===== src/rtl/pwr_mon_pkg.sv =====
package pwr_mon_pkg;

    typedef enum logic {
        OPM_NTTE = 1'b0,
        OPM_LT   = 1'b1
    } op_mode_e;

    localparam int CI_W = 4;
    localparam logic [CI_W-1:0] CI_POWER_OFF = 4'b0011;
    localparam logic [CI_W-1:0] CI_IDLE      = 4'b1111;

    typedef struct packed {
        logic primary;
        logic secondary;
    } pin_pair_t;

    typedef struct packed {
        logic            hi_active;
        logic            test_pulse;
    } alarm_state_t;

    function automatic op_mode_e decode_mode(input logic lt);
        return lt ? OPM_LT : OPM_NTTE;
    endfunction

    function automatic logic [CI_W-1:0] ci_for(input logic hi);
        return hi ? CI_POWER_OFF : CI_IDLE;
    endfunction

endpackage


===== src/rtl/pwr_pin_sync.sv =====
module pwr_pin_sync #(
    parameter int WIDTH  = 2,
    parameter int STAGES = 2
) (
    input  logic             clk,
    input  logic             rst,
    input  logic [WIDTH-1:0] async_i,
    output logic [WIDTH-1:0] sync_o
);
    logic [WIDTH-1:0] stg [STAGES];

    always_ff @(posedge clk) begin
        if (rst) stg[0] <= '0;
        else     stg[0] <= async_i;
    end

    for (genvar s = 1; s < STAGES; s++) begin : g_stage
        always_ff @(posedge clk) begin
            if (rst) stg[s] <= '0;
            else     stg[s] <= stg[s-1];
        end
    end

    assign sync_o = stg[STAGES-1];
endmodule


===== src/rtl/pwr_loss_detect.sv =====
module pwr_loss_detect
    import pwr_mon_pkg::*;
(
    input  logic            clk,
    input  logic            rst,
    input  op_mode_e        mode,
    input  logic            loss_lvl,
    output logic [CI_W-1:0] ci_code,
    output logic            test_req
);
    logic         lvl_prev;
    alarm_state_t st;
    logic         loss_rise;

    assign loss_rise = (mode == OPM_LT) && loss_lvl && !lvl_prev;

    always_ff @(posedge clk) begin
        if (rst) begin
            lvl_prev <= 1'b0;
            st       <= '0;
        end else begin
            lvl_prev      <= loss_lvl;
            st.test_pulse <= loss_rise;
            st.hi_active  <= loss_rise ||
                             (st.hi_active && loss_lvl && (mode == OPM_LT));
        end
    end

    assign ci_code  = ci_for(st.hi_active);
    assign test_req = st.test_pulse;

    p_test_single_r4: assert property (@(posedge clk) disable iff (rst)
        test_req |=> !test_req);
    p_test_with_hi_r5: assert property (@(posedge clk) disable iff (rst)
        test_req |-> (ci_code == CI_POWER_OFF));
    p_hi_hold_r5: assert property (@(posedge clk) disable iff (rst)
        ((ci_code == CI_POWER_OFF) && loss_lvl && (mode == OPM_LT)) |=> (ci_code == CI_POWER_OFF));
    p_ntte_quiet_r8: assert property (@(posedge clk) disable iff (rst)
        (mode == OPM_NTTE) |=> !test_req);
endmodule


===== src/rtl/pwr_feed_capture.sv =====
module pwr_feed_capture
    import pwr_mon_pkg::*;
#(
    parameter int DATA_W = 8
) (
    input  logic              clk,
    input  logic              rst,
    input  op_mode_e          mode,
    input  logic              slot_en,
    input  logic              bit_strobe,
    input  logic              ser_bit,
    output logic [DATA_W-1:0] value,
    output logic              valid
);
    localparam int CNT_W = (DATA_W > 1) ? $clog2(DATA_W) : 1;
    localparam logic [CNT_W-1:0] LAST = CNT_W'(DATA_W - 1);

    logic [CNT_W-1:0]  cnt;
    logic [DATA_W-1:0] shreg;
    logic [DATA_W-1:0] next_shreg;
    logic              take;

    assign take       = (mode == OPM_LT) && slot_en && bit_strobe;
    assign next_shreg = {shreg[DATA_W-2:0], ser_bit};

    always_ff @(posedge clk) begin
        if (rst) begin
            cnt   <= '0;
            shreg <= '0;
            value <= '0;
            valid <= 1'b0;
        end else begin
            valid <= 1'b0;
            if (mode != OPM_LT || !slot_en) begin
                cnt <= '0;
            end else if (take) begin
                shreg <= next_shreg;
                if (cnt == LAST) begin
                    cnt   <= '0;
                    value <= next_shreg;
                    valid <= 1'b1;
                end else begin
                    cnt <= cnt + 1'b1;
                end
            end
        end
    end

    p_valid_pulse_r6: assert property (@(posedge clk) disable iff (rst)
        valid |=> !valid);
    p_value_hold_r7: assert property (@(posedge clk) disable iff (rst)
        !valid |-> $stable(value));
    p_ntte_no_capture_r8: assert property (@(posedge clk) disable iff (rst)
        (mode == OPM_NTTE) |=> !valid);
endmodule


===== src/rtl/pwr_status_mon.sv =====
module pwr_status_mon
    import pwr_mon_pkg::*;
#(
    parameter int SYNC_STAGES = 2,
    parameter int CUR_W       = 8
) (
    input  logic             clk,
    input  logic             rst,
    input  logic             lt_mode,
    input  logic             ps_primary,
    input  logic             ps_secondary,
    input  logic             slot_en,
    input  logic             bit_strobe,
    output logic             oh_primary,
    output logic             oh_secondary,
    output logic [CI_W-1:0]  ci_code,
    output logic             test_req,
    output logic [CUR_W-1:0] feed_cur,
    output logic             feed_valid
);
    localparam int PIN_W = $bits(pin_pair_t);

    op_mode_e   mode;
    pin_pair_t  raw_pins;
    pin_pair_t  sync_pins;
    logic [PIN_W-1:0] sync_vec;

    assign mode     = decode_mode(lt_mode);
    assign raw_pins = '{primary: ps_primary, secondary: ps_secondary};

    pwr_pin_sync #(.WIDTH(PIN_W), .STAGES(SYNC_STAGES)) i_sync (
        .clk     (clk),
        .rst     (rst),
        .async_i (raw_pins),
        .sync_o  (sync_vec)
    );
    assign sync_pins = pin_pair_t'(sync_vec);

    // Overhead bits: level copy on NT/TE side, forced to 1 on LT side
    always_comb begin
        if (mode == OPM_LT) begin
            oh_primary   = 1'b1;
            oh_secondary = 1'b1;
        end else begin
            oh_primary   = sync_pins.primary;
            oh_secondary = sync_pins.secondary;
        end
    end

    pwr_loss_detect i_loss (
        .clk      (clk),
        .rst      (rst),
        .mode     (mode),
        .loss_lvl (sync_pins.primary),
        .ci_code  (ci_code),
        .test_req (test_req)
    );

    pwr_feed_capture #(.DATA_W(CUR_W)) i_feed (
        .clk        (clk),
        .rst        (rst),
        .mode       (mode),
        .slot_en    (slot_en),
        .bit_strobe (bit_strobe),
        .ser_bit    (sync_pins.secondary),
        .value      (feed_cur),
        .valid      (feed_valid)
    );

    p_oh_tracks_r1: assert property (@(posedge clk) disable iff (rst)
        (!lt_mode && $past(!rst)) |-> (oh_primary == sync_pins.primary));
    p_feed_needs_slot_r6: assert property (@(posedge clk) disable iff (rst)
        feed_valid |-> ($past(slot_en) && $past(bit_strobe) && $past(lt_mode)));
endmodule


===== config.mk =====
export PLATFORM = sky130hd
export DESIGN_NAME = pwr_status_mon
export DESIGN_NICKNAME = d
export VERILOG_FILES = /design/src/rtl/pwr_mon_pkg.sv /design/src/rtl/pwr_pin_sync.sv /design/src/rtl/pwr_loss_detect.sv /design/src/rtl/pwr_feed_capture.sv /design/src/rtl/pwr_status_mon.sv
export SDC_FILE = /design/constraint.sdc
export NUM_CORES = 1
export LEC_CHECK = 0
export CORE_MARGIN = 2
export CORE_UTILIZATION = 52
export CTS_CLUSTER_DIAMETER = 150
export DETAILED_ROUTE_END_ITERATION = 6
export HOLD_SLACK_MARGIN = 0.1
export PLACE_DENSITY = 0.82
export SLEW_MARGIN = 20
export SYNTH_ARGS = -nofsm -noshare
export SYNTH_HDL_FRONTEND = slang
export SYNTH_SLANG_ARGS = --single-unit

===== constraint.sdc =====
create_clock -name clk -period 2.55 [get_ports clk]
set_input_delay 0.765 -clock clk [delete_from_list [all_inputs] [get_ports clk]]
set_output_delay 0.765 -clock clk [all_outputs]
set_load 0.02 [all_outputs]

Yosys cells after proc, flatten, opt, wreduce, memory -nomap -nowiden. Memory sizes are Yosys's and may differ from the RTL's. Cells that the tools add are included.

Reductions and logical operators: 14. Mux-type cells: 11. Equal/unequal tests: 1. Add/sub/neg operators: 1. Bitwise gates (word level): 5.

Operators by type and width (number): 2-to-1 mux 1 bit (7); logical AND 1 bit (6); 2-to-1 mux 2 bit (2); 2-to-1 mux 4 bit (1); adder 3 x 1 -> 3 bit, second input constant (1); equality test 3 bit, second input constant (1); 2-to-1 mux 3 bit (1); NOT 1 bit (3); AND reduction 3 bit (1); OR reduction 3 bit (1); logical NOT 1 bit (2); logical OR 1 bit (2); OR 1 bit (2); AND reduction 2 bit (1); OR reduction 2 bit (1).

Flip-flop bits (word level): 22. Bits in writable memories: 4. Output and inout bits: 16. Memories kept: 1. Bits of input ports: 7. Logic and storage cells: 40.

Memory list: i_sync.stg (depth 2, bits a word 2, read ports 2, clocked after memory_dff 0, write ports 2, RTL line pwr_pin_sync.sv:10) `logic [WIDTH-1:0] stg [STAGES];`.

Depth between registers and ports, before layout.
Depth after elaboration: 5. Gate-level depth with buffers: 4. Mapped depth without buffers: 4.

Hierarchy. Synthesis repeated with hierarchy kept, for this count alone.

Cells, all modules: 91. Area total of the unflattened synthesis: 1026.0 µm².

Modules (own cells, without submodules): pwr_feed_capture (area each 779.5 µm², instances 1, sequential area each 380.4 µm², cells each 69); pwr_loss_detect (area each 128.9 µm², instances 1, sequential area each 60.1 µm², cells each 12); pwr_pin_sync (area each 105.1 µm², instances 1, sequential area each 80.1 µm², cells each 8); pwr_status_mon (area each 12.5 µm², instances 1, sequential area each 0.0 µm², cells each 2).

Least setup slack after synthesis. OpenSTA, ideal clock, no wires.

Kind: input port to output port. From: in lt_mode. To: out oh_primary. Data required time: 1.785 ns. Slack: 0.683 ns. Stages: 1. Buffers on the path: 0. Arrival: 1.102 ns. Cells stage by stage: or2_2.

Word-level cells in the longest chain between the ends: 2.

Ends and longest elaborated chain: start, declared (RTL line pwr_status_mon.sv:9) `input logic lt_mode,`; 2-to-1 mux 1 bit (RTL line pwr_mon_pkg.sv:23) `return lt ? OPM_LT : OPM_NTTE;`; 2-to-1 mux 1 bit (RTL line pwr_status_mon.sv:41) `if (mode == OPM_LT) begin`; end, declared (RTL line pwr_status_mon.sv:14) `output logic oh_primary,`.

Every way passes these cells.

Worst setup path after layout. Ends and elaborated chain as after synthesis.

==> impl_metrics.sql <==
INSERT INTO impl_metrics (metric_group, metric, value, unit) VALUES
('final_layout', 'final_area', '0.00124', 'sq mm'),
('die', 'ios', '23', ''),
('power_and_ir_drop', 'vdd_drop_max', '315', 'uV'),
('die', 'num_rows', '16', ''),
('cts', 'cts.sinks', '26', ''),
('routing', 'avgViaCountPerCell', '4.82', ''),
('run', 'drv.max_cap_violation_count', '0', ''),
('setup_path', 'crit_path_cell_trace', 'clkdlybuf4s50_1 > or2_2 > clkdlybuf4s15_2', ''),
('outcome', 'run_status', 'finished, final reports clean', ''),
('final_layout', 'area_delta_synth_final', '20.3', '%'),
('setup_path', 'crit_path_max_incr_delay', '0.44', 'ns'),
('cts', 'cts_tree', 'built', ''),
('setup_path', 'r2r_start', 'i_feed.cnt[0]', ''),
('sta', 'worst_clock_skew', '0.00476', 'ns'),
('cts', 'cts.repair_timing.setup_buffer_count', '0', ''),
('placement', 'post_dp_cell_area', '0.00122', 'sq mm'),
('sta', 'setup_viol_count_final', '0', ''),
('yosys', 'synth_ff_type', 'sky130_fd_sc_hd__dfxtp_1', ''),
('sta', 'max_freq', '397', 'MHz'),
('final_layout', 'final_layout_size_suffix_gt1_frac', '0.0909', ''),
('hold_path', 'min_path_type', 'reg -> reg', ''),
('global_route', 'maximum_number_of_pins_on_one_net_before_global_route_repair', '25', ''),
('hold_path', 'hold_start', 'i_loss.lvl_prev', ''),
('final_layout', 'final_nets', '122', ''),
('yosys', 'yosys.cell_count.top_type', 'sky130_fd_sc_hd__dfxtp_1', ''),
('yosys', 'netlist.top_cell.by_area', 'sky130_fd_sc_hd__dfxtp_1', ''),
('yosys', 'synth_edf_count', '0', ''),
('global_route', 'gr-total-overflow', '0', ''),
('final_layout', 'sequential_cell_area', '520', 'sq um'),
('final_layout', 'post_layout_nonfiller_instances', '137', ''),
('routing', 'drt-pass1-iter-count', '2', ''),
('final_layout', 'multi_input_area', '459', 'sq um'),
('final_layout', 'antenna_cells', '0', ''),
('setup_path', 'end_kind', 'primary output', ''),
('setup_path', 'critical_path_peak_fanout', '3', ''),
('die', 'start_util', '0.538', ''),
('yosys', 'synthCells', '92', ''),
('routing', 'antenna_violating_nets_post_route', '0', ''),
('yosys', 'ys_top_cells_by_area', 'sky130_fd_sc_hd__dfxtp_1 (50%), sky130_fd_sc_hd__mux2i_1 (15%), sky130_fd_sc_hd__nand2b_1 (11%)', ''),
('placement', 'port_buffers', '20', ''),
('yosys', 'post_synth_num_cell_types', '21', ''),
('power_and_ir_drop', 'p_per_area', '501', 'mW/mm^2'),
('setup_path', 'cp_slowest_cell', 'sky130_fd_sc_hd__clkdlybuf4s50_1', ''),
('global_route', 'globalRouteTotalUtil', '0.145', ''),
('setup_path', 'crit_buf_inv', '2', ''),
('placement', 'dp_hpwl', '1160', 'microns'),
('setup_path', 'timing.critical_path.from', 'lt_mode', ''),
('yosys', 'commonest_cells_post_synth', 'sky130_fd_sc_hd__dfxtp_1 (26), sky130_fd_sc_hd__nand2b_1 (18), sky130_fd_sc_hd__mux2i_1 (16)', ''),
('routing', 'finalWirelength', '1510', 'microns'),
('yosys', 'synth-warning-count', '0', ''),
('cts', 'cts_max_path_buffers', '2', ''),
('setup_path', 'r2r-end', 'i_feed.cnt[0]', ''),
('global_route', 'grt_pass1_wl', '2670', 'microns'),
('routing', 'dr.first_iter.drc_count', '7', ''),
('routing', 'routed_len_inst', '11.0', 'microns'),
('hold_path', 'worstHoldEndpoint', 'i_loss.test_req', ''),
('sta', 'unrepaired_setup_endpoints_after_global_routing', 'no', ''),
('yosys', 'netlist_area', '0.00103', 'sq mm'),
('yosys', 'async_reset_ff_frac', '0', ''),
('sta', 'max_slew_violation_count', '0', ''),
('sta', 'finalCriticalPeriod', '2.52', 'ns'),
('final_layout', 'fillcell_total', '172', ''),
('cts', 'h_tree_depth', '1', ''),
('setup_path', 'timing.setup.critical_path_class', 'in -> out', ''),
('sta', 'timing.final.hold_violations', '0', ''),
('hold_path', 'worst_hold_stages', '1', ''),
('global_route', 'initial_antenna_violation_count', '0', ''),
('sta', 'totalNegativeSetupSlack', '0', 'ns'),
('power_and_ir_drop', 'p_leak', '0.527', 'nW'),
('sta', 'tightestPinTransition', '0.631', 'ns'),
('yosys', 'syn_avg_cell_area', '11.2', 'sq um');
[sequential cells by signal (all words and copies together), names as in the netlist]
register / flops
i_feed.valid: 1
i_sync.stg: 4
i_feed.shreg: 7
i_feed.value: 8
i_loss.test_req: 1
i_loss.lvl_prev: 1
i_loss.st: 1
i_feed.cnt: 3
[worst max-delay path by stage]
stage              endpoint  slack, ns  cells after the start
5_1_grt          oh_primary      0.007                      3
3_3_place_gp     oh_primary      -0.23                      3
2_1_floorplan    oh_primary       0.68                      1
3_5_place_dp     oh_primary      -0.25                      3
4_1_cts        oh_secondary       0.02                      3
6_report         oh_primary       0.03                      3
[cell type report]
cell class,instances,share of cell area
flip-flops and latches,26,0.419
multi-input cells,59,0.369
repair buffers,21,0.164
well taps,27,0.0272
clock buffers,3,0.0181
inverters,1,0.00302
[worst register-to-register path: cells and delay by family, from the launching register on]
family,cells,cell delay (ns)
adder cells (fa/ha/maj),2,0.45
AND/OR/NAND/NOR,1,0.37
flip-flops,1,0.35
AO/OA/AOI/OAI,1,0.11
[through the flow]
step,util,setup slack (ns)
floorplan,-,0.683
global placement,0.637,-0.227
detailed placement,0.637,-0.251
CTS,0.650,0.0165
global route,0.647,0.00680
finish,0.647,0.0332
[kinds of logic after synthesis]
logic type / after synthesis / synth area share
AOI/OAI and AO/OA: 3 / 0.0182
buffers and inverters: 8 / 0.0557
adders and majority gates: 3 / 0.0363
other: 1 / 0.00363
and+or+nand+nor: 35 / 0.228
DFF: 26 / 0.504
muxes: 16 / 0.155
[power breakdown]
| group | switching [mW] | total (mW) | internal, mW | leakage (nW) |
|---|---|---|---|---|
| clock network | 0.109 | 0.164 | 0.0552 | 0.0138 |
| registers | 0.00185 | 0.413 | 0.411 | 0.210 |
| logic | 0.0219 | 0.0459 | 0.0240 | 0.302 |
[what timing repair did]
item | CTS | global route
resized for setup | 5 | 1
setup endpoints to repair | 2 | 1
endpoints found under the hold margin | 0 | 0
[cells in the final DEF (no fill, tap or decap), drive strengths merged]
master,instances
a21oi,3
and3,1
buf,1
clkbuf,4
clkdlybuf4s15,1
clkdlybuf4s50,18
conb,2
dfxtp,26
ha,3
inv,1
mux2i,16
nand2b,18
nand3,1
nand3b,3
nand4,1
nor2,2
nor2b,5
nor3b,1
or2,2
or3b,1
[layer usage]
layer | track usage | up-vias | part of all wire
li1 | - | 338 | -
met1 | 0.188 | 304 | 0.45
met2 | 0.238 | 15 | 0.50
met3 | 0.0278 | 3 | 0.038
met4 | 0.0571 | 0 | 0.012
met5 | 0 | - | 0
Power figures use the tool's default switching activity.
